**config.mk**
```make
export PLATFORM = sky130hd
export DESIGN_NAME = framed_serial_rx
export DESIGN_NICKNAME = d
export VERILOG_FILES = /design/src/rtl/fsr_pkg.sv /design/src/rtl/fsr_sync_edge.sv /design/src/rtl/fsr_shift.sv /design/src/rtl/fsr_rx_fifo.sv /design/src/rtl/framed_serial_rx.sv
export SDC_FILE = /design/constraint.sdc
export NUM_CORES = 1
export LEC_CHECK = 0
export BUFFER_PORTS_ARGS = -buffer_cell sky130_fd_sc_hd__buf_4
export CAP_MARGIN = 20
export CORE_ASPECT_RATIO = 1.2
export CORE_UTILIZATION = 40
export CTS_BUF_LIST = sky130_fd_sc_hd__clkbuf_16
export CTS_CLUSTER_DIAMETER = 120
export DETAILED_ROUTE_END_ITERATION = 8
export MAX_ROUTING_LAYER = met4
export SLEW_MARGIN = 20
export SYNTH_ARGS = -nofsm -noshare
export SYNTH_HDL_FRONTEND = slang
export SYNTH_SLANG_ARGS = --single-unit
```
**constraint.sdc**
```tcl
create_clock -name clk -period 2.6 [get_ports clk]
set_input_delay 0.26 -clock clk [delete_from_list [all_inputs] [get_ports clk]]
set_output_delay 0.26 -clock clk [all_outputs]
set_load 0.1 [all_outputs]
```
**src/rtl/fsr_pkg.sv**
```systemverilog
package fsr_pkg;

    typedef enum logic [1:0] {
        WL_8  = 2'd0,
        WL_12 = 2'd1,
        WL_16 = 2'd2,
        WL_24 = 2'd3
    } wl_sel_e;

    typedef struct packed {
        logic       fs_word;
        logic       fs_early;
        logic [1:0] wl;
    } frame_cfg_t;

    function automatic logic [4:0] wl_bits(input logic [1:0] sel);
        logic [4:0] n;
        case (wl_sel_e'(sel))
            WL_8:    n = 5'd8;
            WL_12:   n = 5'd12;
            WL_16:   n = 5'd16;
            default: n = 5'd24;
        endcase
        return n;
    endfunction

endpackage

```
**src/rtl/fsr_sync_edge.sv**
```systemverilog
module fsr_sync_edge #(
    parameter int STAGES = 2
) (
    input  logic clk,
    input  logic rst_n,
    input  logic sclk_i,
    input  logic fs_i,
    input  logic dat_i,
    output logic bit_fall_o,
    output logic fs_o,
    output logic dat_o
);

    typedef struct packed {
        logic [STAGES-1:0] sclk;
        logic [STAGES-1:0] fs;
        logic [STAGES-1:0] dat;
        logic              sclk_prev;
    } sync_t;

    sync_t s_d, s_q;

    always_comb begin
        s_d         = s_q;
        s_d.sclk[0] = sclk_i;
        s_d.fs[0]   = fs_i;
        s_d.dat[0]  = dat_i;
        for (int i = 1; i < STAGES; i++) begin
            s_d.sclk[i] = s_q.sclk[i-1];
            s_d.fs[i]   = s_q.fs[i-1];
            s_d.dat[i]  = s_q.dat[i-1];
        end
        s_d.sclk_prev = s_q.sclk[STAGES-1];
    end

    always_ff @(posedge clk or negedge rst_n) begin
        if (!rst_n) s_q <= '0;
        else        s_q <= s_d;
    end

    assign bit_fall_o = s_q.sclk_prev & ~s_q.sclk[STAGES-1];
    assign fs_o       = s_q.fs[STAGES-1];
    assign dat_o      = s_q.dat[STAGES-1];

endmodule

```
**src/rtl/fsr_shift.sv**
```systemverilog
module fsr_shift
    import fsr_pkg::*;
#(
    parameter  int W    = 24,
    localparam int CNTW = $clog2(W + 1)
) (
    input  logic         clk,
    input  logic         rst_n,
    input  logic         init_i,
    input  logic         bit_fall_i,
    input  logic         fs_i,
    input  logic         dat_i,
    input  frame_cfg_t   cfg_i,
    output logic         word_valid_o,
    output logic [W-1:0] word_o
);

    typedef struct packed {
        logic            active;
        logic [CNTW-1:0] cnt;
        logic [W-1:0]    sh;
        logic            fs_prev;
        logic            done;
        logic [W-1:0]    word;
    } shift_t;

    shift_t          s_d, s_q;
    logic [CNTW-1:0] wl_n;
    logic [CNTW-1:0] cnt_inc;
    logic [W-1:0]    sh_next;
    logic            start;

    always_comb begin
        s_d      = s_q;
        s_d.done = 1'b0;
        wl_n     = CNTW'(wl_bits(cfg_i.wl));
        cnt_inc  = s_q.cnt + CNTW'(1);
        sh_next  = {s_q.sh[W-2:0], dat_i};
        start    = cfg_i.fs_word ? (fs_i & ~s_q.fs_prev) : fs_i;
        if (bit_fall_i) begin
            s_d.fs_prev = fs_i;
            if (start) begin
                s_d.active = 1'b1;
                if (cfg_i.fs_early) begin
                    s_d.cnt = '0;
                    s_d.sh  = '0;
                end else begin
                    s_d.cnt = CNTW'(1);
                    s_d.sh  = W'(dat_i);
                end
            end else if (s_q.active) begin
                s_d.sh  = sh_next;
                s_d.cnt = cnt_inc;
                if (cnt_inc == wl_n) begin
                    s_d.done   = 1'b1;
                    s_d.word   = sh_next;
                    s_d.active = 1'b0;
                end
            end
        end
        if (init_i) s_d = '0;
    end

    always_ff @(posedge clk or negedge rst_n) begin
        if (!rst_n) s_q <= '0;
        else        s_q <= s_d;
    end

    assign word_valid_o = s_q.done;
    assign word_o       = s_q.word;

    AST_CNT_BELOW_WL: assert property (@(posedge clk) disable iff (!rst_n)
        s_q.active |-> (s_q.cnt < wl_n));
    AST_DONE_ON_FALL: assert property (@(posedge clk) disable iff (!rst_n)
        s_q.done |-> $past(bit_fall_i));
    AST_INIT_IDLE: assert property (@(posedge clk) disable iff (!rst_n)
        init_i |=> (!s_q.active && !s_q.done));

endmodule

```
**src/rtl/fsr_rx_fifo.sv**
```systemverilog
module fsr_rx_fifo #(
    parameter  int DEPTH = 8,
    parameter  int W     = 24,
    localparam int AW    = (DEPTH > 1) ? $clog2(DEPTH) : 1,
    localparam int CW    = $clog2(DEPTH + 1)
) (
    input  logic          clk,
    input  logic          rst_n,
    input  logic          init_i,
    input  logic          fifo_en_i,
    input  logic [CW-1:0] wmark_i,
    input  logic          irq_en_i,
    input  logic          push_i,
    input  logic [W-1:0]  push_data_i,
    input  logic          pop_i,
    output logic [W-1:0]  rd_data_o,
    output logic          ready_o,
    output logic          irq_o,
    output logic          ovr_o
);

    typedef struct packed {
        logic [DEPTH-1:0][W-1:0] mem;
        logic [AW-1:0]           wr_ptr;
        logic [AW-1:0]           rd_ptr;
        logic [CW-1:0]           cnt;
        logic                    ovr;
    } fifo_t;

    fifo_t         s_d, s_q;
    logic [CW-1:0] cap;
    logic [CW-1:0] wm_eff;
    logic          do_pop;
    logic          do_push;

    function automatic logic [AW-1:0] ptr_next(input logic [AW-1:0] p);
        return (p == AW'(DEPTH - 1)) ? '0 : p + AW'(1);
    endfunction

    always_comb begin
        cap = fifo_en_i ? CW'(DEPTH) : CW'(1);
        if (!fifo_en_i || wmark_i == '0) wm_eff = CW'(1);
        else if (wmark_i > CW'(DEPTH))   wm_eff = CW'(DEPTH);
        else                             wm_eff = wmark_i;
    end

    always_comb begin
        s_d     = s_q;
        do_pop  = pop_i && (s_q.cnt != '0);
        do_push = push_i && ((s_q.cnt != cap) || do_pop);
        if (do_pop) s_d.rd_ptr = ptr_next(s_q.rd_ptr);
        if (do_push) begin
            s_d.mem[s_q.wr_ptr] = push_data_i;
            s_d.wr_ptr          = ptr_next(s_q.wr_ptr);
        end
        if (push_i && !do_push) s_d.ovr = 1'b1;
        case ({do_push, do_pop})
            2'b10:   s_d.cnt = s_q.cnt + CW'(1);
            2'b01:   s_d.cnt = s_q.cnt - CW'(1);
            default: s_d.cnt = s_q.cnt;
        endcase
        if (init_i) s_d = '0;
    end

    always_ff @(posedge clk or negedge rst_n) begin
        if (!rst_n) s_q <= '0;
        else        s_q <= s_d;
    end

    assign rd_data_o = s_q.mem[s_q.rd_ptr];
    assign ready_o   = (s_q.cnt >= wm_eff);
    assign irq_o     = ready_o & irq_en_i;
    assign ovr_o     = s_q.ovr;

    AST_NO_OVERFLOW: assert property (@(posedge clk) disable iff (!rst_n)
        s_q.cnt <= CW'(DEPTH));
    AST_FULL_DROPS: assert property (@(posedge clk) disable iff (!rst_n)
        (push_i && !pop_i && !init_i && s_q.cnt == cap)
            |=> (s_q.cnt == $past(s_q.cnt)) && s_q.ovr);
    AST_OVR_STICKY: assert property (@(posedge clk) disable iff (!rst_n)
        (s_q.ovr && !init_i) |=> s_q.ovr);
    AST_INIT_EMPTY: assert property (@(posedge clk) disable iff (!rst_n)
        init_i |=> (s_q.cnt == '0) && !s_q.ovr);
    AST_POP_EMPTY: assert property (@(posedge clk) disable iff (!rst_n)
        (pop_i && !push_i && s_q.cnt == '0) |=> (s_q.cnt == '0));

endmodule

```
**src/rtl/framed_serial_rx.sv**
```systemverilog
module framed_serial_rx
    import fsr_pkg::*;
#(
    parameter  int DEPTH  = 8,
    parameter  int WORD_W = 24,
    parameter  int SYNC   = 2,
    localparam int CW     = $clog2(DEPTH + 1)
) (
    input  logic              clk,
    input  logic              rst_n,
    input  logic              ser_clk_i,
    input  logic              ser_fs_i,
    input  logic              ser_dat_i,
    input  logic [1:0]        cfg_wl_i,
    input  logic              cfg_fs_word_i,
    input  logic              cfg_fs_early_i,
    input  logic              cfg_fifo_en_i,
    input  logic [CW-1:0]     cfg_wmark_i,
    input  logic              cfg_irq_en_i,
    input  logic              cfg_init_i,
    input  logic              rd_en_i,
    output logic [WORD_W-1:0] rd_data_o,
    output logic              rx_ready_o,
    output logic              rx_irq_o,
    output logic              rx_ovr_o
);

    logic              bit_fall;
    logic              fs_s;
    logic              dat_s;
    logic              word_valid;
    logic [WORD_W-1:0] word;
    frame_cfg_t        fcfg;

    assign fcfg = '{fs_word: cfg_fs_word_i, fs_early: cfg_fs_early_i, wl: cfg_wl_i};

    fsr_sync_edge #(.STAGES(SYNC)) u_sync (
        .clk        (clk),
        .rst_n      (rst_n),
        .sclk_i     (ser_clk_i),
        .fs_i       (ser_fs_i),
        .dat_i      (ser_dat_i),
        .bit_fall_o (bit_fall),
        .fs_o       (fs_s),
        .dat_o      (dat_s)
    );

    fsr_shift #(.W(WORD_W)) u_shift (
        .clk          (clk),
        .rst_n        (rst_n),
        .init_i       (cfg_init_i),
        .bit_fall_i   (bit_fall),
        .fs_i         (fs_s),
        .dat_i        (dat_s),
        .cfg_i        (fcfg),
        .word_valid_o (word_valid),
        .word_o       (word)
    );

    fsr_rx_fifo #(.DEPTH(DEPTH), .W(WORD_W)) u_fifo (
        .clk         (clk),
        .rst_n       (rst_n),
        .init_i      (cfg_init_i),
        .fifo_en_i   (cfg_fifo_en_i),
        .wmark_i     (cfg_wmark_i),
        .irq_en_i    (cfg_irq_en_i),
        .push_i      (word_valid),
        .push_data_i (word),
        .pop_i       (rd_en_i),
        .rd_data_o   (rd_data_o),
        .ready_o     (rx_ready_o),
        .irq_o       (rx_irq_o),
        .ovr_o       (rx_ovr_o)
    );

    AST_IRQ_FOLLOWS_READY: assert property (@(posedge clk) disable iff (!rst_n)
        rx_irq_o |-> (rx_ready_o && cfg_irq_en_i));

endmodule

```
==> flow_metrics.py <==
metrics = {
    "outcome": {
        "outcome": "finished, final reports clean",
    },
    "logic_synthesis": {
        "synth_fa_ha_area_share_pct": 1.267,
        "yosys.area_share.simple_pct": 9.120,
        "synth_area_um2": 12440,
        "ys_seq_area_share_pct": 53.29,
        "synth_seq_cells": 265,
        "synth-edff-count": 0,
        "async_flop_share_pct": 100.0,
        "syn_inst": 991,
        "yosysWarnings": 0,
        "synth_compound_area_share_pct": 5.199,
        "synth_mux_area_share_pct": 26.91,
        "yosys.area.top_type": "dfrtp_1",
        "avgSynthCellArea_um2": 12.56,
        "synth_most_common_cell": "dfrtp_1",
        "synthXorXnorAreaFrac_pct": 0.6737,
        "synthFlopType": "dfrtp_1",
        "ys_types": 49,
        "synthTopCellsByArea": "dfrtp_1, mux2i_1, mux4_2",
        "synth_top_area_share_pct": 53.29,
        "synth_nets": 1020,
        "synth_common_cells": "dfrtp_1, nor2_1, mux2i_1, clkbuf_1",
        "synth_top_family_by_area": "multiplexers",
    },
    "layout": {
        "finish.instance_area_um2": 14830,
        "fill_cells": 2685,
        "drive_gt1_share_pct": 21.59,
        "layout.nets": 1054,
        "final_core_util_pct": 48.53,
        "diodes": 0,
        "synthToLayoutAreaGrowth_pct": 19.21,
    },
    "worst_setup_path": {
        "worst_path_largest_cell_delay_ns": 0.49,
        "rrSetupSlack_ns": 0.16,
        "worstRegToRegCells": 9,
        "endpoint_kind": "output pin",
        "crit_top_cell": "buf_12",
        "startpoint_type": "register",
        "setup.worst_path.end": "rd_data_o[5]",
        "crit_type": "reg -> out",
        "critPathLaunch": "u_fifo.s_q[5]",
        "critPathArrivalTime_ns": 2.31,
        "cp.required_ns": 2.34,
        "r2r_end": "u_fifo.s_q[4]",
        "cpMaxStageDelayCell": "mux4_2",
        "crit_chain": "buf_12 -> clkbuf_16 -> mux4_2 -> mux2_4 -> buf_12",
        "rr_startpoint": "u_fifo.s_q[1]",
        "cp_max_fo": 6,
    },
    "sta": {
        "finClkSkew_ns": 0.01566,
        "max_freq_mhz": 388.5,
        "tightest_slew_ns": 0.7263,
        "hold_viol": 0,
        "fin_crit_sh_pct": 99.01,
        "rsz0062_at_grt": "yes",
        "setup_viol": 0,
        "finalCriticalPeriod_ns": 2.574,
        "max_slew_margin_pct": 51.58,
        "finalMaxSlewViolations": 0,
        "tns_ns": 0,
    },
    "cts": {
        "cts_buffers": 28,
        "clockBufferDepth": 3,
        "clock-sinks": 265,
        "cts_root_buf": "clkbuf_16",
        "clkLatencyLatePin_ns": 0.54,
        "h-tree-depth": 1,
        "cts_tree": "yes",
        "clkTransAtPathRegs_ns": 0.06,
    },
    "floorplan": {
        "rows": 70,
        "coreArea_um2": 30570,
        "io_pins": 44,
        "die_w_um": 163.0,
        "fp.dieH_um": 195.2,
        "dieArea_um2": 31820,
        "start_util_pct": 40.71,
    },
    "drt": {
        "drt_pass1_iterations": 4,
        "wl_um": 27710,
        "vias": 7670,
        "drt-initial-drc-count": 428,
        "detail-route-antenna-nets": 0,
        "wl_per_cell_um": 19.21,
        "drc": 0,
        "viasPerCell": 5.315,
    },
    "placement": {
        "place_congestion": 0.7594,
        "port_buffers": 43,
        "post_dp_cell_area_um2": 13340,
        "hpwl_um": 16330,
    },
    "grt": {
        "grt_max_degree": 76,
        "grt-ovfl-total": 0,
        "track_usage_pct": 18.62,
        "grt_first_pass_wirelength_um": 45290,
        "antenna_found_initial": 0,
        "grt_pass1_vias": 7921,
    },
    "power": {
        "p_sw_uw": 2446,
        "p_leak_uw": 0.007166,
        "ir_worst_vdd_mv": 0.3887,
        "intPower_uw": 7118,
        "p_clk_share_pct": 41.0,
        "comb_power_share_pct": 14.6,
        "powerDensity_nw_per_um2": 644.8,
        "pwr-share-seq_pct": 44.4,
        "swShare_pct": 25.57,
    },
    "job": {
        "cap_violations": 0,
    },
    "hold_path": {
        "hp-class": "in -> reg",
    },
}
-- through the flow --
| step | total power, uW | worst slack [ns] | hold WS, ns | instances |
|---|---|---|---|---|
| floorplan | 5082 | 0.006925 | -0.03559 | 991 |
| global placement | 5496 | 0.2872 | 0.2513 | 1377 |
| detailed placement | 5510 | 0.1708 | 0.2456 | 1378 |
| CTS | 9619 | -0.02377 | 0.07248 | 1441 |
| global route | 9956 | -0.02595 | 0.1349 | 1443 |
| finish | 9564 | 0.02577 | 0.09482 | 1443 |
-- critical path: cells and delay by family, from the launching register on --
kind | cells | cell delay, ns
flops | 1 | 0.47
buf+inv | 3 | 0.49
mux | 2 | 0.80
-- sequential cells by signal, indices dropped and copies added (netlist names) --
name and cells:
u_fifo.ovr_o 1, u_fifo.s_q 202, u_shift.s_q 30, u_shift.word_o 24, u_shift.word_valid_o 1, u_sync.dat_o 1, u_sync.fs_o 1, u_sync.s_d 4
u_sync.s_q 1
-- per-layer routing --
metal,GRT usage (%),vias up,part of all wire (%)
li1,-,3568,-
met1,25.66,3990,46
met2,30.01,87,50
met3,1.954,25,2.4
met4,3.461,0,1.4
met5,-,-,0
-- power groups by stage --
| stage | clock, uW | combinational (uW) | sequential [uW] |
|---|---|---|---|
| after global routing | 4190 | 1510 | 4250 |
| after CTS | 4040 | 1330 | 4240 |
| after global placement | 0 | 1150 | 4350 |
| after floorplan | 0 | 795 | 4290 |
| final | 3920 | 1400 | 4250 |
| after detailed placement | 0 | 1160 | 4350 |
-- kinds of logic after synthesis --
logic type,Yosys count
compound gates,80
mux,271
fa+ha+maj,12
simple gates,263
flops,265
buf+inv,92
xor+xnor,8
-- worst min path at each step --
stage,startpoint,endpoint,slack (ns),cells after the start
2_1_floorplan,rst_n,u_fifo.ovr_o,-0.04,0
3_3_place_gp,rst_n,u_fifo.s_q[141],0.25,1
3_5_place_dp,rst_n,u_fifo.s_q[141],0.25,1
4_1_cts,cfg_fs_word_i,u_shift.s_q[55],0.07,4
5_1_grt,cfg_fs_word_i,u_shift.s_q[55],0.13,4
6_report,cfg_fs_word_i,u_shift.s_q[55],0.09,4
-- layout by cell type (no fill, tap or decap), drive strengths merged, types with 2 or more instances in the layout --
master	count
a21bo	2
a21o	5
a21oi	8
a22o	48
and2	2
and3	3
buf	89
bufinv	3
clkbuf	30
clkinv	15
dfrtp	265
dlygate4sd3	4
ha	11
inv	5
mux2	28
mux2i	195
mux4	48
nand2	13
nand2b	4
nand3	9
nor2	210
nor2b	5
nor3	6
nor3b	4
o211ai	2
o21a	2
o21ai	6
or3b	2
xnor2	2
xor2	5
-- area by class of cell --
class	count	area, um^2	area share, %
Sequential cell	265	6640	44.77
Multi-Input combinational cell	634	5474	36.90
Clock inverter	23	180.2	1.215
Tap cell	396	495.5	3.340
Clock buffer	29	725.7	4.892
Inverter	1	3.754	0.02531
Timing Repair Buffer	95	1314	8.857
-- timing repair --
action                                  4_1_cts  5_1_grt
hold buffers                                  4        0
endpoints found under the setup margin       24       25
endpoints found under the hold margin        60        0
setup buffers                                 5        1
resized for setup                            40       63
cloned                                        2        1
(Power assumes the default switching activity.)
